**src/rtl/lkw_pkg.sv**
```systemverilog
package lkw_pkg;
  // Latched wake causes; any set flag keeps a burst running.
  typedef struct packed {
    logic pkt;   // one-shot: wake packet received
    logic intr;  // interrupt cause seen while link inactive
    logic pwr;   // one-shot: power-cycle event, time-limited
  } lkw_cause_t;
endpackage

```
**src/rtl/lkw_cause_track.sv**
```systemverilog
module lkw_cause_track
  import lkw_pkg::*;
#(
  parameter int TIMEOUT_CYC = 8208384
) (
  input  logic       clk,
  input  logic       rst_n,
  input  logic       link_act,
  input  logic       pkt_evt,
  input  logic       int_live,
  input  logic       pwr_evt,
  input  logic       bus_reset,
  output lkw_cause_t cause_q
);
  localparam int TW = (TIMEOUT_CYC > 1) ? $clog2(TIMEOUT_CYC + 1) : 1;

  logic [TW-1:0] tmr_q;
  logic          expire;

  assign expire = cause_q.pwr && (tmr_q == TW'(TIMEOUT_CYC - 1));

  always_ff @(posedge clk or negedge rst_n) begin
    if (!rst_n) begin
      cause_q <= '0;
    end else if (link_act) begin
      cause_q <= '0;
    end else begin
      // bus reset wins over a packet pulse in the same cycle
      cause_q.pkt  <= bus_reset ? 1'b0 : (cause_q.pkt | pkt_evt);
      cause_q.intr <= cause_q.intr | int_live;
      cause_q.pwr  <= expire ? 1'b0 : (cause_q.pwr | pwr_evt);
    end
  end

  always_ff @(posedge clk or negedge rst_n) begin
    if (!rst_n) begin
      tmr_q <= '0;
    end else if (!cause_q.pwr || expire || link_act) begin
      tmr_q <= '0;
    end else begin
      tmr_q <= tmr_q + 1'b1;
    end
  end
endmodule

```
**src/rtl/lkw_wave_gen.sv**
```systemverilog
module lkw_wave_gen #(
  parameter int HALF_CYC = 4
) (
  input  logic clk,
  input  logic rst_n,
  input  logic active,
  output logic wave_o
);
  localparam int PW = (HALF_CYC > 1) ? $clog2(HALF_CYC) : 1;

  logic [PW-1:0] ph_q;
  logic          lowhalf_q;

  always_ff @(posedge clk or negedge rst_n) begin
    if (!rst_n) begin
      ph_q      <= '0;
      lowhalf_q <= 1'b0;
    end else if (!active) begin
      ph_q      <= '0;
      lowhalf_q <= 1'b0;
    end else if (ph_q == PW'(HALF_CYC - 1)) begin
      ph_q      <= '0;
      lowhalf_q <= ~lowhalf_q;
    end else begin
      ph_q <= ph_q + 1'b1;
    end
  end

  // a fresh burst starts in its high half
  assign wave_o = active & ~lowhalf_q;
endmodule

```
**src/rtl/lkw_wake_gen.sv**
```systemverilog
module lkw_wake_gen
  import lkw_pkg::*;
#(
  parameter int HALF_CYC    = 4,
  parameter int TIMEOUT_CYC = 8208384,
  parameter int CLASS_W     = 3,
  parameter int MAX_CLASS   = 4
) (
  input  logic               clk,
  input  logic               rst_n,
  input  logic               link_pwr_on_i,
  input  logic               link_ctl_en_i,
  input  logic               wake_pkt_i,
  input  logic               irq_port_event_i,
  input  logic               irq_cfg_timeout_i,
  input  logic               irq_cable_pwr_i,
  input  logic               irq_state_timeout_i,
  input  logic               irq_resume_en_i,
  input  logic               pwr_cycle_i,
  input  logic [CLASS_W-1:0] pwr_class_i,
  input  logic               bus_reset_i,
  output logic               wake_o,
  output logic               wake_oe_o
);
  logic       link_act;
  logic       int_live;
  logic       pwr_evt;
  logic       wake_active;
  logic       oe_q;
  lkw_cause_t cause_q;

  assign link_act = link_pwr_on_i & link_ctl_en_i;
  assign int_live = irq_port_event_i |
                    (irq_resume_en_i &
                     (irq_cfg_timeout_i | irq_cable_pwr_i | irq_state_timeout_i));
  assign pwr_evt  = pwr_cycle_i && (pwr_class_i <= CLASS_W'(MAX_CLASS));

  lkw_cause_track #(.TIMEOUT_CYC(TIMEOUT_CYC)) u_track (
    .clk      (clk),
    .rst_n    (rst_n),
    .link_act (link_act),
    .pkt_evt  (wake_pkt_i),
    .int_live (int_live),
    .pwr_evt  (pwr_evt),
    .bus_reset(bus_reset_i),
    .cause_q  (cause_q)
  );

  assign wake_active = |cause_q;

  lkw_wave_gen #(.HALF_CYC(HALF_CYC)) u_wave (
    .clk   (clk),
    .rst_n (rst_n),
    .active(wake_active),
    .wave_o(wake_o)
  );

  always_ff @(posedge clk or negedge rst_n) begin
    if (!rst_n) oe_q <= 1'b0;
    else        oe_q <= 1'b1;
  end
  assign wake_oe_o = oe_q;
endmodule

```
**config.mk**
```make
export PLATFORM = sky130hd
export DESIGN_NAME = lkw_wake_gen
export DESIGN_NICKNAME = d
export VERILOG_FILES = /design/src/rtl/lkw_pkg.sv /design/src/rtl/lkw_cause_track.sv /design/src/rtl/lkw_wave_gen.sv /design/src/rtl/lkw_wake_gen.sv
export SDC_FILE = /design/constraint.sdc
export NUM_CORES = 1
export LEC_CHECK = 0
export BUFFER_PORTS_ARGS = -buffer_cell sky130_fd_sc_hd__buf_2
export CORE_MARGIN = 3
export CORE_UTILIZATION = 55
export CTS_CLUSTER_DIAMETER = 120
export CTS_CLUSTER_SIZE = 25
export DETAILED_ROUTE_END_ITERATION = 12
export GPL_TIMING_DRIVEN = 0
export PLACE_DENSITY = 0.76
export SLEW_MARGIN = 10
export SYNTH_ARGS = -nofsm -noshare
export SYNTH_HDL_FRONTEND = slang
export SYNTH_SLANG_ARGS = --single-unit
```
**constraint.sdc**
```tcl
create_clock -name clk -period 2.6 [get_ports clk]
set_clock_uncertainty 0.2 [all_clocks]
set_input_delay 0.39 -clock clk [delete_from_list [all_inputs] [get_ports clk]]
set_output_delay 0.39 -clock clk [all_outputs]
set_load 0.02 [all_outputs]
```
==> impl_metrics.prom, run 1 <==
# TYPE chip_impl_metric gauge
chip_impl_info{name="setup_repair_after_global_routing_missed_its_margin",value="no"} 1
chip_impl_metric{name="htree_num_levels",unit=""} 2
chip_impl_metric{name="yosys.area_share.xor_xnor",unit=""} 0.08242
chip_impl_metric{name="maxSlewViolCount",unit=""} 0
chip_impl_metric{name="starting_density_of_the_core",unit=""} 0.5898
chip_impl_metric{name="final_worst_path_cycle_share",unit=""} 0.8017
chip_impl_metric{name="first_pass_iters",unit=""} 4
chip_impl_metric{name="clockBufferDepth",unit=""} 2
chip_impl_metric{name="worst_slew_margin_relative_to_its_limit",unit=""} 0.5688
chip_impl_metric{name="yosys.area_share.simple",unit=""} 0.2599
chip_impl_metric{name="numClockSinks",unit=""} 30
chip_impl_metric{name="vdd.ir_drop.worst",unit="mV"} 0.5385
chip_impl_metric{name="route.detailed.drc",unit=""} 0
chip_impl_metric{name="yosysSeqAreaShare",unit=""} 0.5046
chip_impl_info{name="run_status",value="finished clean"} 1
chip_impl_metric{name="post_synth_fa_ha_maj_area_fraction",unit=""} 0.01682
chip_impl_metric{name="asyncSetResetFlopFracSynth",unit=""} 1.000
chip_impl_info{name="criticalPathCategory",value="flip-flop to flip-flop"} 1
chip_impl_metric{name="detailedRoute.firstIterationViolations",unit=""} 29
chip_impl_metric{name="preCtsSetupSlack",unit="ns"} 0.5071
chip_impl_metric{name="hold_violations",unit=""} 0
chip_impl_metric{name="total_via_count_in_the_routed_design",unit=""} 1177
chip_impl_metric{name="grt_first_pass_wirelength",unit="um"} 5216
chip_impl_metric{name="syn_nets",unit=""} 164
chip_impl_metric{name="synth_cell_type_count",unit=""} 28
chip_impl_metric{name="buffer_ports.inserted",unit=""} 16
chip_impl_metric{name="syn-cell-area",unit="um2"} 1488
chip_impl_info{name="timing.critical_path.from_type",value="flip-flop"} 1
chip_impl_metric{name="nets",unit=""} 189
chip_impl_metric{name="cap_viol_max_count",unit=""} 0
chip_impl_metric{name="detail_route.vias_per_cell",unit=""} 5.798
chip_impl_metric{name="final_antenna_net_count",unit=""} 0
chip_impl_metric{name="achievable-frequency",unit="MHz"} 479.7
chip_impl_metric{name="max_fo_critical_path",unit=""} 10
chip_impl_metric{name="core_area",unit="um2"} 2522
chip_impl_metric{name="dieWidth",unit="um"} 58.01
chip_impl_metric{name="yosys_register_bits",unit=""} 30
chip_impl_metric{name="timing.final.crit_period",unit="ns"} 2.084
chip_impl_metric{name="routed_wl",unit="um"} 2829
chip_impl_info{name="ys_dominant_reg_cell",value="sky130_fd_sc_hd__dfrtp_1"} 1
chip_impl_metric{name="route.detailed.wl_per_inst",unit="um"} 13.94
chip_impl_info{name="path_class_of_the_lowest_slack_min_delay_path",value="input port to flip-flop"} 1
chip_impl_metric{name="groute.usage.overall",unit=""} 0.2076
chip_impl_metric{name="power.density",unit="nW/um2"} 588.2
chip_impl_metric{name="grt_max_degree",unit=""} 31
chip_impl_metric{name="cts.clk_slew.worst_paths",unit="ns"} 0.09
chip_impl_metric{name="cp.required",unit="ns"} 2.61
chip_impl_metric{name="synth-warning-count",unit=""} 0
chip_impl_metric{name="non_filler_instances",unit=""} 203
chip_impl_metric{name="place.detailed.hpwl",unit="um"} 2032
chip_impl_info{name="cts_tree",value="yes"} 1
chip_impl_metric{name="synth_mux_area_frac",unit=""} 0
chip_impl_metric{name="numCtsBuffers",unit=""} 5
chip_impl_metric{name="synth_compound_gate_area_share",unit=""} 0.1018
chip_impl_metric{name="post_synth.cell_area_avg",unit="um2"} 10.12
chip_impl_metric{name="leakagePower",unit="nW"} 0.7315
chip_impl_metric{name="post_synth_inst_count",unit=""} 147
chip_impl_metric{name="setup-tns-final",unit="ns"} 0
chip_impl_metric{name="number_of_global_route_vias_before_repair",unit=""} 1172
chip_impl_metric{name="top_level_ports",unit=""} 17
chip_impl_metric{name="number_of_antenna_violations_at_the_first_check_in_global_routing",unit=""} 0
chip_impl_metric{name="fp.dieH",unit="um"} 58.01
chip_impl_info{name="cts.root.buffer_cell",value="sky130_fd_sc_hd__clkbuf_4"} 1
chip_impl_metric{name="setup_violations",unit=""} 0
chip_impl_metric{name="post_route_cells_drive_above_1_share",unit=""} 0.1850
chip_impl_metric{name="area_added_between_synthesis_and_finish",unit="%"} 14.55
chip_impl_metric{name="diodes",unit=""} 0
chip_impl_metric{name="overflow_after_grt",unit=""} 0
chip_impl_metric{name="placed_cells_incl_taps",unit=""} 193
chip_impl_info{name="synth_top_family_by_area",value="simple AND/OR/NAND/NOR gates"} 1
chip_impl_metric{name="worstSkewPairLatency",unit="ns"} 0.33
chip_impl_metric{name="rows",unit=""} 18
chip_impl_metric{name="worstMarginPinSlew",unit="ns"} 0.6468
chip_impl_metric{name="dieArea",unit="um2"} 3365
chip_impl_metric{name="fin_ws",unit="ns"} 0.5155
chip_impl_metric{name="synth-edff-count",unit=""} 0
chip_impl_metric{name="cts_post_setup_buffers_inserted",unit=""} 0
chip_impl_info{name="critical_path.endpoint_type",value="flip-flop"} 1
chip_impl_metric{name="worst_ep_arrival_time",unit="ns"} 2.10
chip_impl_metric{name="place_congestion",unit=""} 0.8009
chip_impl_metric{name="fill_cells",unit=""} 197
placed cells by master (no fill, tap or decap), types with 2 or more instances in the layout:
master,Yosys,routed
sky130_fd_sc_hd__nor2_1,20,20
sky130_fd_sc_hd__o21ai_0,3,3
sky130_fd_sc_hd__or3_1,2,2
sky130_fd_sc_hd__a21oi_1,10,10
sky130_fd_sc_hd__xor2_1,6,6
sky130_fd_sc_hd__nand4_2,2,2
sky130_fd_sc_hd__xnor2_1,8,8
sky130_fd_sc_hd__and4_1,2,2
sky130_fd_sc_hd__nor3_1,5,5
sky130_fd_sc_hd__or4_1,6,6
sky130_fd_sc_hd__buf_2,2,18
sky130_fd_sc_hd__clkbuf_4,0,5
sky130_fd_sc_hd__dlygate4sd3_1,0,2
sky130_fd_sc_hd__nand2_1,9,9
sky130_fd_sc_hd__and2_1,2,2
sky130_fd_sc_hd__and3_1,4,4
sky130_fd_sc_hd__ha_1,2,2
sky130_fd_sc_hd__nand3_1,4,4
sky130_fd_sc_hd__nand4_1,9,9
sky130_fd_sc_hd__o31ai_1,8,8
sky130_fd_sc_hd__dfrtp_1,30,30
sky130_fd_sc_hd__nand3b_1,2,2
sky130_fd_sc_hd__buf_6,2,2
sky130_fd_sc_hd__inv_1,3,3
sky130_fd_sc_hd__clkbuf_8,0,3
report_power, final:
group          internal, mW  switching, mW
Sequential            0.500         0.0213
Clock                 0.185          0.156
Combinational        0.0651         0.0758
Total                 0.750          0.253
synth_stat cells, types with 2 or more instances:
master / n / area share
sky130_fd_sc_hd__or3_1: 2 / 0.0084
sky130_fd_sc_hd__nor2_1: 20 / 0.050
sky130_fd_sc_hd__nand4_2: 2 / 0.017
sky130_fd_sc_hd__and3_1: 4 / 0.017
sky130_fd_sc_hd__o31ai_1: 8 / 0.040
sky130_fd_sc_hd__xor2_1: 6 / 0.035
sky130_fd_sc_hd__nand4_1: 9 / 0.038
sky130_fd_sc_hd__o21ai_0: 3 / 0.010
sky130_fd_sc_hd__nor3_1: 5 / 0.017
sky130_fd_sc_hd__inv_1: 3 / 0.0076
sky130_fd_sc_hd__and4_1: 2 / 0.012
sky130_fd_sc_hd__nand3b_1: 2 / 0.010
sky130_fd_sc_hd__a21oi_1: 10 / 0.034
sky130_fd_sc_hd__dfrtp_1: 30 / 0.50
sky130_fd_sc_hd__buf_2: 2 / 0.0067
sky130_fd_sc_hd__buf_6: 2 / 0.015
sky130_fd_sc_hd__or4_1: 6 / 0.030
sky130_fd_sc_hd__ha_1: 2 / 0.017
sky130_fd_sc_hd__and2_1: 2 / 0.0084
sky130_fd_sc_hd__nand2_1: 9 / 0.023
sky130_fd_sc_hd__xnor2_1: 8 / 0.047
sky130_fd_sc_hd__nand3_1: 4 / 0.013
cell type report:
class                   instances  area (um2)  area share
flip-flops and latches         30       750.7      0.4405
multi-input cells             109       689.4      0.4046
plain buffers                   5       36.28     0.02129
clock buffers                   8       78.83     0.04626
repair buffers                 18       100.1     0.05874
inverters                       3       11.26    0.006608
well taps                      30       37.54     0.02203
critical path, stage by stage (launching register included):
cell and delay [ns]:
sky130_fd_sc_hd__dfrtp_1 0.44, sky130_fd_sc_hd__nand4_2 0.14, sky130_fd_sc_hd__or4_4 0.52, sky130_fd_sc_hd__o311ai_4 0.42
sky130_fd_sc_hd__buf_6 0.20, sky130_fd_sc_hd__a21oi_1 0.05
through the flow:
stage	power, mW	area (um2)	utilization	hold WS, ns
floorplan	0.6186	1488	-	-0.1056
CTS	1.015	1704	0.6756	0.1089
global placement	0.6586	1605	0.6364	0.2247
detailed placement	0.6678	1605	0.6364	0.2344
finish	1.002	1704	0.6756	0.1246
global route	1.058	1704	0.6756	0.1274
cells by family (layout without fill, tap and decap cells):
family,after synthesis,count (layout)
fa+ha+maj,2,2
compound gates,22,22
other cells,1,1
buf+inv,8,34
xor+xnor,14,14
simple gates,70,70
flops,30,30
registers in the layout (all words and copies together) (netlist names):
name,flops
wake_oe_o,1
u_track.tmr_q,23
u_wave.lowhalf_q,1
u_wave.ph_q,2
u_track.cause_q,3
per-layer routing:
metal | share of wire | track usage | wire [um] | vias to the layer above
met5 | 0 | 0 | 0 | -
met4 | 0.022 | 0.1060 | 63 | 0
met3 | 0.048 | 0.06682 | 135 | 7
met2 | 0.47 | 0.3355 | 1318 | 22
met1 | 0.46 | 0.2482 | 1312 | 566
li1 | - | - | - | 582
what timing repair did:
| action | CTS | global route |
|---|---|---|
| hold endpoints to repair | 31 | 0 |
| gates resized for setup | 0 | 0 |
| hold buffers | 2 | 0 |
path summary, 6_finish.rpt:
kind                              startpoint            endpoint  slack (ns)  cells after the start
setup / recovery           u_track.tmr_q[19]   u_track.tmr_q[18]        0.52                      5
hold / removal               irq_resume_en_i  u_track.cause_q[1]        0.12                      3
setup reg to reg           u_track.tmr_q[19]   u_track.tmr_q[18]        0.52                      5
hold reg to reg               u_wave.ph_q[0]      u_wave.ph_q[0]        0.25                      1
max in group asynchronous              rst_n   u_track.tmr_q[21]        1.37                      2
min in group asynchronous              rst_n      u_wave.ph_q[1]        0.41                      2
Power figures use the tool's default switching activity.
==> run 2: changes to the inputs <==
Clock period 2.6 ns to 2 ns, I/O delays scaled along.
==> run 2 against run 1 <==
The flow now finishes with violations (setup timing). Die area did not move. Register-to-register slack worse by 0.57 ns. Via count grew 4.8%. Total power up 33%. Core utilization up 5.1 points.
==> impl_metrics.prom, run 2 (synthesis gave the netlist of run 1 again) <==
# TYPE chip_impl_metric gauge
chip_impl_metric{name="largest_register_ffs",unit=""} 23
chip_impl_metric{name="routed_wl",unit="um"} 3024
chip_impl_metric{name="hold_violations",unit=""} 0
chip_impl_metric{name="setup-tns-final",unit="ns"} -1.012
chip_impl_metric{name="power.switching_fraction",unit=""} 0.2552
chip_impl_metric{name="clk_pwr_share",unit=""} 0.329
chip_impl_metric{name="dieArea",unit="um2"} 3365
chip_impl_metric{name="place_area",unit="um2"} 1605
chip_impl_metric{name="clockBufferDepth",unit=""} 2
chip_impl_metric{name="grt_max_degree",unit=""} 31
chip_impl_metric{name="setup_violations",unit=""} 23
chip_impl_info{name="critical_path.endpoint_type",value="flip-flop"} 1
chip_impl_metric{name="rows",unit=""} 18
chip_impl_metric{name="cp.required",unit="ns"} 2.03
chip_impl_metric{name="worstSkewPairLatency",unit="ns"} 0.33
chip_impl_metric{name="placed_cells_incl_taps",unit=""} 193
chip_impl_info{name="setup_repair_after_global_routing_missed_its_margin",value="yes"} 1
chip_impl_metric{name="worstMarginPinSlew",unit="ns"} 0.6517
chip_impl_metric{name="internal_power",unit="uW"} 995.9
chip_impl_metric{name="number_of_global_route_vias_before_repair",unit=""} 1181
chip_impl_info{name="run_status",value="finished with violations"} 1
chip_impl_metric{name="vdd.ir_drop.worst",unit="mV"} 0.7056
chip_impl_info{name="top_register",value="u_track.tmr_q"} 1
chip_impl_metric{name="worst_ep_arrival_time",unit="ns"} 2.08
chip_impl_metric{name="buffer_ports.inserted",unit=""} 16
chip_impl_metric{name="leakagePower",unit="nW"} 0.7716
chip_impl_metric{name="number_of_antenna_violations_at_the_first_check_in_global_routing",unit=""} 0
chip_impl_metric{name="route.detailed.wl_per_inst",unit="um"} 14.47
chip_impl_metric{name="place.detailed.hpwl",unit="um"} 2032
chip_impl_metric{name="numCtsBuffers",unit=""} 5
chip_impl_metric{name="dieWidth",unit="um"} 58.01
chip_impl_metric{name="fin_ws",unit="ns"} -0.05436
chip_impl_info{name="cp_common_cell",value="sky130_fd_sc_hd__buf_6"} 1
chip_impl_info{name="largestRegisters",value="u_track.tmr_q x23, u_track.cause_q x3, u_wave.ph_q x2"} 1
chip_impl_metric{name="core_area",unit="um2"} 2522
chip_impl_info{name="worstReg2RegStart",value="u_track.tmr_q[20]"} 1
chip_impl_info{name="violations_in_the_final_reports",value="setup timing"} 1
chip_impl_metric{name="cap_viol_max_count",unit=""} 0
chip_impl_metric{name="area_added_between_synthesis_and_finish",unit="%"} 23.21
chip_impl_info{name="critical_path.startpoint",value="u_track.tmr_q[20]"} 1
chip_impl_metric{name="cts.clk_slew.worst_paths",unit="ns"} 0.09
chip_impl_metric{name="global_route.usage.met3",unit=""} 0.06682
chip_impl_metric{name="power_share_of_the_sequential_group",unit=""} 0.508
chip_impl_metric{name="share_comb_of_total_power",unit=""} 0.164
chip_impl_metric{name="critical_path.max_stage_delay",unit="ns"} 0.52
chip_impl_info{name="path_class_of_the_lowest_slack_min_delay_path",value="input port to flip-flop"} 1
chip_impl_info{name="cts.root.buffer_cell",value="sky130_fd_sc_hd__clkbuf_4"} 1
chip_impl_info{name="layout_commonest_cell",value="sky130_fd_sc_hd__dfrtp_1"} 1
chip_impl_metric{name="final_worst_path_cycle_share",unit=""} 1.027
chip_impl_info{name="criticalPathCategory",value="flip-flop to flip-flop"} 1
chip_impl_metric{name="groute.usage.overall",unit=""} 0.2091
chip_impl_metric{name="rrSetupSlack",unit="ns"} -0.05
chip_impl_info{name="top_usage_layer",value="met2"} 1
chip_impl_metric{name="groute.layer.met2.usage",unit=""} 0.3339
chip_impl_metric{name="worst_slew_margin_relative_to_its_limit",unit=""} 0.5656
chip_impl_metric{name="maxSlewViolCount",unit=""} 0
chip_impl_metric{name="post_route_cells_drive_above_1_share",unit=""} 0.3017
chip_impl_metric{name="postLayoutCellArea",unit="um2"} 1833
chip_impl_metric{name="detail_route.vias_per_cell",unit=""} 5.904
chip_impl_info{name="cts_tree",value="yes"} 1
chip_impl_metric{name="achievable-frequency",unit="MHz"} 486.8
chip_impl_metric{name="numClockSinks",unit=""} 30
chip_impl_metric{name="total_via_count_in_the_routed_design",unit=""} 1234
chip_impl_info{name="holdCritStartpoint",value="irq_resume_en_i"} 1
chip_impl_metric{name="final_antenna_net_count",unit=""} 0
chip_impl_info{name="highest_count_cells_in_the_layout_ignoring_fill_and_taps",value="sky130_fd_sc_hd__dfrtp_1, sky130_fd_sc_hd__buf_2, sky130_fd_sc_hd__nor2_1"} 1
chip_impl_metric{name="fp.dieH",unit="um"} 58.01
chip_impl_metric{name="grt_first_pass_wirelength",unit="um"} 5257
chip_impl_info{name="critPathSlowestCell",value="sky130_fd_sc_hd__or4_4"} 1
chip_impl_metric{name="overflow_after_grt",unit=""} 0
chip_impl_metric{name="starting_density_of_the_core",unit=""} 0.5898
chip_impl_metric{name="diodes",unit=""} 0
chip_impl_metric{name="globalRouteMet1Util",unit=""} 0.2540
chip_impl_metric{name="overall_power_after_layout",unit="mW"} 1.337
chip_impl_info{name="timing.critical_path.from_type",value="flip-flop"} 1
chip_impl_metric{name="place_congestion",unit=""} 0.8009
chip_impl_info{name="worstPathCellList",value="nand4_4 > or4_4 > o311ai_4 > buf_6 > buf_6 > nor2_2"} 1
chip_impl_metric{name="htree_num_levels",unit=""} 2
chip_impl_metric{name="first_pass_iters",unit=""} 4
chip_impl_metric{name="top_level_ports",unit=""} 17
chip_impl_metric{name="max_fo_critical_path",unit=""} 5
chip_impl_metric{name="timing.final.crit_period",unit="ns"} 2.054
chip_impl_metric{name="detailedRoute.firstIterationViolations",unit=""} 38
chip_impl_metric{name="power.density",unit="nW/um2"} 729.5
chip_impl_metric{name="non_filler_instances",unit=""} 209
chip_impl_metric{name="route.detailed.drc",unit=""} 0
chip_impl_metric{name="switching_pwr",unit="uW"} 341.2
chip_impl_metric{name="nets",unit=""} 195
==> run 2: cell type report <==
class / instances / area [um2]
buffer: 4 / 32.53
clock buffer: 8 / 78.83
fill: 170 / 689.4
inverter: 3 / 11.26
multi-input combinational: 109 / 754.5
sequential: 30 / 754.5
tap: 30 / 37.54
timing repair buffer: 25 / 163.9
==> run 2: power groups by stage <==
stage	logic (mW)	registers [mW]	clock network, mW
global placement	0.169	0.687	0
finish	0.219	0.679	0.439
detailed placement	0.178	0.690	0
CTS	0.188	0.677	0.459
floorplan	0.119	0.685	0
global route	0.238	0.684	0.490
==> run 2: metrics by stage <==
stage,util,hold WS [ns],worst slack [ns]
after floorplan,-,-0.1956,0.08529
after global placement,0.6364,0.1575,-0.05212
after detailed placement,0.6364,0.1646,-0.09285
after CTS,0.6786,0.01892,0.002075
after global routing,0.7267,0.03744,-0.08889
final,0.7267,0.03684,-0.05436
==> run 2: layer usage <==
| layer | share of wire | routed length [um] |
|---|---|---|
| met5 | 0 | 0 |
| met4 | 0.024 | 72 |
| met3 | 0.055 | 167 |
| met2 | 0.48 | 1445 |
| met1 | 0.44 | 1339 |
==> run 2: final timing paths <==
kind,endpoint,depth (start not counted)
worst min register to register,u_wave.ph_q[0],1
worst max register to register,u_track.tmr_q[5],6
worst max-delay path,u_track.tmr_q[5],6
min in group asynchronous,u_wave.ph_q[1],2
worst min-delay path,u_track.cause_q[1],3
max in group asynchronous,u_track.tmr_q[18],2
==> run 2: what timing repair did <==
| action | CTS | global route |
|---|---|---|
| endpoints found under the setup margin | 20 | 24 |
| gates resized for setup | 0 | 24 |
| pin swaps | 1 | 7 |
| hold endpoints to repair | 31 | 0 |
| hold buffers | 2 | 0 |
| cloned | 0 | 2 |
| buffers inserted | 1 | 4 |
==> run 2: worst max-delay path, delay by kind of cell (launching register included) <==
| kind | cells | cell delay (ns) |
|---|---|---|
| and+or+nand+nor | 3 | 0.70 |
| AOI/OAI and AO/OA | 1 | 0.30 |
| DFF | 1 | 0.46 |
| buffers and inverters | 2 | 0.30 |
